===== config.mk =====
export PLATFORM = sky130hd
export DESIGN_NAME = shmem_ctrl
export DESIGN_NICKNAME = d
export VERILOG_FILES = /design/src/rtl/shmem_pkg.sv /design/src/rtl/shmem_arbiter.sv /design/src/rtl/shmem_steer.sv /design/src/rtl/shmem_array.sv /design/src/rtl/shmem_ctrl.sv
export SDC_FILE = /design/constraint.sdc
export NUM_CORES = 2
export LEC_CHECK = 0
export BUFFER_PORTS_ARGS = -buffer_cell sky130_fd_sc_hd__buf_4
export CORE_ASPECT_RATIO = 0.7
export CORE_MARGIN = 2
export CORE_UTILIZATION = 35
export CTS_CLUSTER_SIZE = 14
export DETAILED_ROUTE_END_ITERATION = 12
export PLACE_DENSITY = 0.47
export REMOVE_ABC_BUFFERS = 1
export SYNTH_ARGS = -nofsm -noshare
export SYNTH_HDL_FRONTEND = slang
export SYNTH_SLANG_ARGS = --single-unit

===== constraint.sdc =====
create_clock -name clk -period 12.3 [get_ports clk]
set_clock_uncertainty 0.2 [all_clocks]
set_input_delay 2.46 -clock clk [delete_from_list [all_inputs] [get_ports clk]]
set_output_delay 2.46 -clock clk [all_outputs]
set_load 0.02 [all_outputs]

===== src/rtl/shmem_pkg.sv =====
package shmem_pkg;
  typedef enum logic [1:0] {
    OWN_NONE = 2'd0,
    OWN_PRI  = 2'd1,
    OWN_SEC  = 2'd2
  } owner_e;
endpackage


===== src/rtl/shmem_arbiter.sv =====
module shmem_arbiter
  import shmem_pkg::*;
(
  input  logic   clk,
  input  logic   rst_n,
  input  logic   pri_req_n,
  input  logic   sec_req_n,
  output owner_e owner_q
);
  owner_e owner_d;

  // Strict priority; the result is held for a full clock.
  always_comb begin
    if (!pri_req_n)      owner_d = OWN_PRI;
    else if (!sec_req_n) owner_d = OWN_SEC;
    else                 owner_d = OWN_NONE;
  end

  always_ff @(posedge clk or negedge rst_n) begin
    if (!rst_n) owner_q <= OWN_NONE;
    else        owner_q <= owner_d;
  end


  idle_release_chk: assert property (@(posedge clk) disable iff (!rst_n)
    (pri_req_n && sec_req_n) |=> (owner_q == OWN_NONE));
endmodule


===== src/rtl/shmem_steer.sv =====
module shmem_steer
  import shmem_pkg::*;
#(
  parameter int AW = 8,
  parameter int DW = 8
)(
  input  owner_e        owner,
  input  logic [AW-1:0] pri_addr,
  input  logic [DW-1:0] pri_wdata,
  input  logic          pri_we_n,
  input  logic [AW-1:0] sec_addr,
  input  logic [DW-1:0] sec_wdata,
  input  logic          sec_rd_wr,
  input  logic          sec_en_n,
  output logic [AW-1:0] mem_addr,
  output logic [DW-1:0] mem_wdata,
  output logic          mem_we,
  output logic          ld_pri,
  output logic          ld_sec
);
  always_comb begin
    mem_addr  = '0;
    mem_wdata = '0;
    mem_we    = 1'b0;
    ld_pri    = 1'b0;
    ld_sec    = 1'b0;
    case (owner)
      OWN_PRI: begin
        mem_addr  = pri_addr;
        mem_wdata = pri_wdata;
        mem_we    = !pri_we_n;
        ld_pri    = pri_we_n;
      end
      OWN_SEC: begin
        mem_addr  = sec_addr;
        mem_wdata = sec_wdata;
        mem_we    = !sec_en_n && !sec_rd_wr;
        ld_sec    = !sec_en_n && sec_rd_wr;
      end
      default: ;
    endcase
  end
endmodule


===== src/rtl/shmem_array.sv =====
module shmem_array #(
  parameter int AW = 8,
  parameter int DW = 8
)(
  input  logic          clk,
  input  logic          rst_n,
  input  logic [AW-1:0] addr,
  input  logic [DW-1:0] wdata,
  input  logic          we,
  input  logic          ld_pri,
  input  logic          ld_sec,
  output logic [DW-1:0] pri_q,
  output logic [DW-1:0] sec_q
);
  localparam int DEPTH = 1 << AW;

  logic [DW-1:0] mem [DEPTH];
  logic [DW-1:0] word;
  logic [DW-1:0] pri_d;
  logic [DW-1:0] sec_d;

  always_ff @(posedge clk) begin
    if (we) mem[addr] <= wdata;
  end

  always_comb begin
    word  = mem[addr];
    pri_d = ld_pri ? word : pri_q;
    sec_d = ld_sec ? word : sec_q;
  end

  always_ff @(posedge clk or negedge rst_n) begin
    if (!rst_n) begin
      pri_q <= '0;
      sec_q <= '0;
    end else begin
      pri_q <= pri_d;
      sec_q <= sec_d;
    end
  end


  no_dual_load_chk: assert property (@(posedge clk) disable iff (!rst_n)
    !(ld_pri && ld_sec));
endmodule


===== src/rtl/shmem_ctrl.sv =====
module shmem_ctrl
  import shmem_pkg::*;
#(
  parameter int AW = 8,
  parameter int DW = 8
)(
  input  logic          clk,
  input  logic          rst_n,
  input  logic          pri_req_n,
  output logic          pri_busy_n,
  input  logic [AW-1:0] pri_addr,
  input  logic [DW-1:0] pri_wdata,
  input  logic          pri_we_n,
  output logic [DW-1:0] pri_rdata,
  input  logic          sec_req_n,
  output logic          sec_busy_n,
  input  logic [AW-1:0] sec_addr,
  input  logic [DW-1:0] sec_wdata,
  input  logic          sec_rd_wr,
  input  logic          sec_en_n,
  output logic          sec_ack_n,
  output logic [DW-1:0] sec_rdata
);
  owner_e        owner_q;
  logic [AW-1:0] mem_addr;
  logic [DW-1:0] mem_wdata;
  logic          mem_we;
  logic          ld_pri;
  logic          ld_sec;
  logic          ack_d;

  shmem_arbiter u_arb (
    .clk       (clk),
    .rst_n     (rst_n),
    .pri_req_n (pri_req_n),
    .sec_req_n (sec_req_n),
    .owner_q   (owner_q)
  );

  shmem_steer #(.AW(AW), .DW(DW)) u_steer (
    .owner     (owner_q),
    .pri_addr  (pri_addr),
    .pri_wdata (pri_wdata),
    .pri_we_n  (pri_we_n),
    .sec_addr  (sec_addr),
    .sec_wdata (sec_wdata),
    .sec_rd_wr (sec_rd_wr),
    .sec_en_n  (sec_en_n),
    .mem_addr  (mem_addr),
    .mem_wdata (mem_wdata),
    .mem_we    (mem_we),
    .ld_pri    (ld_pri),
    .ld_sec    (ld_sec)
  );

  shmem_array #(.AW(AW), .DW(DW)) u_mem (
    .clk    (clk),
    .rst_n  (rst_n),
    .addr   (mem_addr),
    .wdata  (mem_wdata),
    .we     (mem_we),
    .ld_pri (ld_pri),
    .ld_sec (ld_sec),
    .pri_q  (pri_rdata),
    .sec_q  (sec_rdata)
  );

  assign pri_busy_n = (owner_q != OWN_PRI);
  assign sec_busy_n = (owner_q != OWN_SEC);

  // Acknowledge: granted enable sampled at an edge.
  always_comb ack_d = !((owner_q == OWN_SEC) && !sec_en_n);

  always_ff @(posedge clk or negedge rst_n) begin
    if (!rst_n) sec_ack_n <= 1'b1;
    else        sec_ack_n <= ack_d;
  end


  pri_wins_chk: assert property (@(posedge clk) disable iff (!rst_n)
    !pri_req_n |=> (!pri_busy_n && sec_busy_n));


  sec_takes_chk: assert property (@(posedge clk) disable iff (!rst_n)
    (pri_req_n && !sec_req_n) |=> !sec_busy_n);


  ack_release_chk: assert property (@(posedge clk) disable iff (!rst_n)
    sec_en_n |=> sec_ack_n);


  ack_granted_chk: assert property (@(posedge clk) disable iff (!rst_n)
    $fell(sec_ack_n) |-> $past(!sec_busy_n && !sec_en_n));
endmodule


== Yosys cells after proc, flatten, opt, wreduce, memory -nomap -nowiden ==
Memory sizes are Yosys's and may differ from the RTL's.
Index checks and enable logic that the tools add are counted.
W data, S select, Z words.
Cells by class
  reduce and logical (&&, ||, !) cells: 7
  muxes and demuxes: 9
  equal/unequal tests: 4
Operators by type and width (count)
  $pmux W8 S2: 2
  $logic_not A1 Y1: 4
  $mux W1: 4
  $mux W2: 2
  $logic_and A1 B1 Y1: 3
  $eq A2 B1 Y1 const B: 1
  $eq A2 B2 Y1 const B: 1
  $ne A2 B1 Y1 const B: 1
  $ne A2 B2 Y1 const B: 1
  $pmux W1 S2: 1
Word-level totals
  memory bits (writable): 2048
  register bits after elaboration: 19
  memories kept: 1
Memory list
  u_mem.mem: depth 256, width 8, rd ports 1, clocked after Yosys merged registers in 0, write ports 1, line shmem_array.sv:17  | logic [DW-1:0] mem [DEPTH];

== Longest topological paths before layout ==
  depth in word-level cells: 5
  mapped depth: 17
  gate-level depth less buffers: 11

== Hierarchy ==
A second synthesis with hierarchy kept.
Unflattened totals
  cell total of the unflattened synthesis: 3981
  area, all modules: 80648.6 sq um
By module, submodules not included
  shmem_array: sequential area each 61899.4 sq um, times used 1, cells each 3926, area an instance 80233.2 sq um
  shmem_steer: sequential area each 0.0 sq um, times used 1, cells each 47, area an instance 299.0 sq um
  shmem_arbiter: sequential area each 50.0 sq um, times used 1, cells each 4, area an instance 67.6 sq um
  shmem_ctrl: sequential area each 26.3 sq um, times used 1, cells each 4, area an instance 48.8 sq um

== Worst setup path after synthesis ==
OpenSTA, ideal clock, no wires.
  kind: input to register
  start point: in sec_wdata[6]
  end point: mem u_mem.mem[0][6] (data pin)
  data required time: 10.709 ns
  arrival time: 8.448 ns
  library setup time: 1.391 ns
  cell stages on the path: 2
  path buffers: 0
  path slack: 2.261 ns
  path through: a22oi_1 nor2_1
Between the ends
  cells in the longest elaborated chain, start to end: 1
RTL lines
  start, declared: line shmem_ctrl.sv:18  | input logic [DW-1:0] sec_wdata,
  $pmux W8 S2: line shmem_steer.sv:27  | case (owner)
  net mem_wdata[6]: line shmem_ctrl.sv:26  | logic [DW-1:0] mem_wdata;
  end, declared: line shmem_array.sv:17
The timed path passes the listed nets, and every way through them passes these cells.

== Worst setup path in the final report ==
  start point: in sec_addr[0]
  end point: reg u_mem.pri_q[6]
Between the ends
  cells in the longest elaborated chain, start to end: 2
RTL lines
  start, declared: line shmem_ctrl.sv:17  | input logic [AW-1:0] sec_addr,
  $pmux W8 S2: line shmem_steer.sv:27
  $mem_v2 Z256 W8
  end signal, assigned: line shmem_array.sv:37  | pri_q <= pri_d;
  end, declared: line shmem_array.sv:12  | output logic [DW-1:0] pri_q,
No other way between the ends.
A chain may end at the register's enable or synchronous reset.

==> results.ini <==
[outcome]
run_status=finished with violations
failed_checks=max-capacitance violations, max-slew violations

[logic_synthesis]
postSynthCellCount=5595
synth_seq_area_share_pct=76.1
synthMostInstantiatedCell=sky130_fd_sc_hd__edfxtp_1
synthXorXnorAreaFrac_pct=0
netlist_cell_types=79
synth.yosys.warnings=0
netlist_top_cells_count=sky130_fd_sc_hd__edfxtp_1 (2,048), sky130_fd_sc_hd__nand2_1 (857), sky130_fd_sc_hd__nor2_1 (445)
main_flop_type_after_synthesis=sky130_fd_sc_hd__edfxtp_1
synthSimpleGateAreaFrac_pct=8.88
compound_cell_area_share_of_the_yosys_netlist_pct=10.7
synth_top_cell_area_share_pct=75.6
synth_mux_area_share_pct=1.76
synthesis.area_per_instance_um2=14.5
async_flop_share_pct=0.919
synth_edf_count=2048
yosys_register_bits=2067
most_area_hungry_cell_type_in_the_yosys_netlist=sky130_fd_sc_hd__edfxtp_1
syn_area_mm2=0.0814
synth_fa_ha_area_share_pct=0.0307
dominant_combinational_cell_family_by_area_after_synthesis=compound AO/OA/AOI/OAI gates
synth_area_leaders=sky130_fd_sc_hd__edfxtp_1 (76%), sky130_fd_sc_hd__nand2_1 (4.0%), sky130_fd_sc_hd__o221ai_1 (2.7%)

[timing]
fin_crit_sh_pct=58.7
timing.final.ws_setup_ns=5.08
maxSlewHeadroom_pct=-8.26
report.final.hold_viol_count=0
timing_worst_slew_pin_value_ns=1.58
final-setup-viol-count=0
timing.final.max_slew_violations=2
grt_setup_unrepaired=no
fin_setup_tns_ns=0
fmaxAchievable_mhz=138
finalWorstPathRequiredPeriod_ns=7.22

[floorplanning]
io-pin-count=58
dieArea_mm2=0.236
core_area_mm2=0.232
die-width_um=580
fp-row-count=148
start_util_pct=35.1
die_height_um=407

[clock_network]
ctsHtreeMaxLevel=4
clkTransAtPathRegs_ns=0.05
cts.repair_timing.setup_buffer_count=0
number_of_cts_inserted_buffers=202
clkSinkCount=2067
clock-root-buffer=sky130_fd_sc_hd__clkbuf_16
tritoncts=done
post_cts.resized_instances=0
clkLatencyLatePin_ns=0.86
clockBufferDepth=4
cts.hold.buffers_added=0

[grt]
gr-usage-all-layers_pct=24.6
grt_remaining_overflow=0
busiest_layer=met1
groute.layer.met3.usage_pct=4.66
number_of_global_route_vias_before_repair=49500
gr-usage-met2_pct=35.3
grt_first_pass_wirelength_um=414000
initial_antenna_violation_count=13
met1_usage_pct=38.1
pin_count_of_the_biggest_net_entering_global_routing=208

[worst_setup_path]
critical-path-top-delay-family=compound AO/OA/AOI/OAI gates
worst_path_largest_cell_delay_ns=0.69
crit_path_cell_trace=buf_4, a22oi_4, buf_4, buf_12, nand3_4, buf_12, o221ai_1, o22ai_1, o31a_1, nor4_1, buf_4, o2111ai_1, a21oi_1, a21oi_1
crit_required_ns=12.77
worst_setup_path_type=input pin to flop
setup.worst_path.start_class=input pin
timing.critical_path.slowest_stage_cell=sky130_fd_sc_hd__nor4_1
critical-path-top-cell-by-count=sky130_fd_sc_hd__buf_4
critical_path_arrival_ns=7.69
critical_path_buf_inv_count=5
crit_fanout=87
crit_path_end_kind=flop

[detailed_routing]
detail_route.wirelength_um=299000
dr.pass1.iters=6
first_iter_violations=7870
viasPerCell=6.00
post_route_drc_violation_count=0
postRouteAntennaNets=0
vias=53000
wl_per_cell_um=33.9

[placed_design]
port_buffer_count=57
dp.final_hpwl_um=176000
dpl-instance-area_mm2=0.0854
place_inst=8469
post-place-ws_ns=4.59
gp_congestion=0.871

[worst_hold_path]
worst_hold_path_type=flop to flop

[pwr]
power.density_cell_area_mw_per_mm2=164
ir_worst_vdd_v=0.000130
leakage_power_total_nw=31.2

[layout]
num-nets-final=5639
final_cell_count_without_fillers=8830
layout.core_utilization_pct=39.5
syn2layout_area_growth_pct=12.5
drive_gt1_share_pct=9.77
stdcell_area_mm2=0.0915

[job]
timing.max_cap.violations=1

==> metal layers <==
metal	wire length, um	up-vias
met5	73	-
met4	7800	10
met3	28600	416
met2	127000	3007
met1	136000	27800
li1	-	21800
==> cell families after synthesis <==
kind of cell	Yosys count
flops	2067
mux	136
compound gates	1218
fa+ha+maj	2
simple gates	1731
buf+inv	441
==> state kept, by name (all words and copies together) (netlist names) <==
register,flops
u_mem.mem,2048
u_mem.sec_q,8
sec_ack_n,1
u_mem.pri_q,8
u_arb.owner_q,2
==> cell usage in the layout (no fill, tap or decap), types with 22 or more instances in the layout <==
master	instances
sky130_fd_sc_hd__edfxtp_1	2048
sky130_fd_sc_hd__nand2_1	850
sky130_fd_sc_hd__nor2_1	427
sky130_fd_sc_hd__o221ai_1	247
sky130_fd_sc_hd__a31oi_1	225
sky130_fd_sc_hd__o21ai_0	214
sky130_fd_sc_hd__clkbuf_16	209
sky130_fd_sc_hd__buf_4	202
sky130_fd_sc_hd__nor3_1	162
sky130_fd_sc_hd__nand3_1	145
sky130_fd_sc_hd__mux2i_1	126
sky130_fd_sc_hd__a21oi_1	92
sky130_fd_sc_hd__clkbuf_1	56
sky130_fd_sc_hd__o211ai_1	53
sky130_fd_sc_hd__o22ai_1	44
sky130_fd_sc_hd__clkinv_1	44
sky130_fd_sc_hd__and3_1	42
sky130_fd_sc_hd__a22oi_1	40
sky130_fd_sc_hd__a221oi_1	40
sky130_fd_sc_hd__o31ai_1	30
sky130_fd_sc_hd__nand4_1	30
sky130_fd_sc_hd__a2bb2oi_1	28
sky130_fd_sc_hd__clkinv_2	28
sky130_fd_sc_hd__o311ai_0	27
sky130_fd_sc_hd__inv_1	22
sky130_fd_sc_hd__a211oi_1	22
==> worst paths after layout <==
path,from,endpoint,slack (ns),cells after the start
min in group asynchronous,rst_n,u_mem.sec_q[5]$_DFFE_PN0P_,1.30,1
max in group asynchronous,rst_n,sec_ack_n$_DFF_PN1_,10.31,1
min,u_mem.pri_q[6]$_DFFE_PN0P_,u_mem.pri_q[6]$_DFFE_PN0P_,0.39,2
min reg2reg,u_mem.pri_q[6]$_DFFE_PN0P_,u_mem.pri_q[6]$_DFFE_PN0P_,0.39,2
max reg2reg,u_arb.owner_q[0]$_DFF_PN0_,u_mem.mem[177][5]$_DFFE_PP_,5.63,10
max,sec_addr[0],u_mem.pri_q[6]$_DFFE_PN0P_,5.08,14
==> area by class of cell <==
| class | count | area (um^2) |
|---|---|---|
| Tap cell | 3075 | 3850 |
| Clock buffer | 272 | 5540 |
| Inverter | 23 | 86.3 |
| Clock inverter | 87 | 624 |
| Multi-Input combinational cell | 3087 | 17600 |
| Timing Repair Buffer | 217 | 1820 |
| Antenna cell | 2 | 5.00 |
| Fill cell | 21600 | 140000 |
| Sequential cell | 2067 | 62000 |
==> per-stage QoR <==
| stage | hold WS, ns | power, W |
|---|---|---|
| 3_3_place_gp | 0.367 | 0.00907 |
| 3_5_place_dp | 0.370 | 0.00907 |
| 6_report | 0.387 | 0.0150 |
| 5_1_grt | 0.418 | 0.0153 |
| 4_1_cts | 0.383 | 0.0150 |
| 2_1_floorplan | 0.381 | 0.00857 |
==> tightest hold or removal path: stages (launching register included) <==
cell and delay (ns):
sky130_fd_sc_hd__dfrtp_1 0.38, sky130_fd_sc_hd__nor2_1 0.06, sky130_fd_sc_hd__a21oi_1 0.11
==> where the power goes <==
| part | internal, W | switching [W] |
|---|---|---|
| Combinational | 0.000233 | 0.000903 |
| Sequential | 0.00777 | 0.0000319 |
| Clock | 0.00333 | 0.00271 |
| Total | 0.0113 | 0.00365 |
No activity file was read; power rests on OpenSTA's default activity.
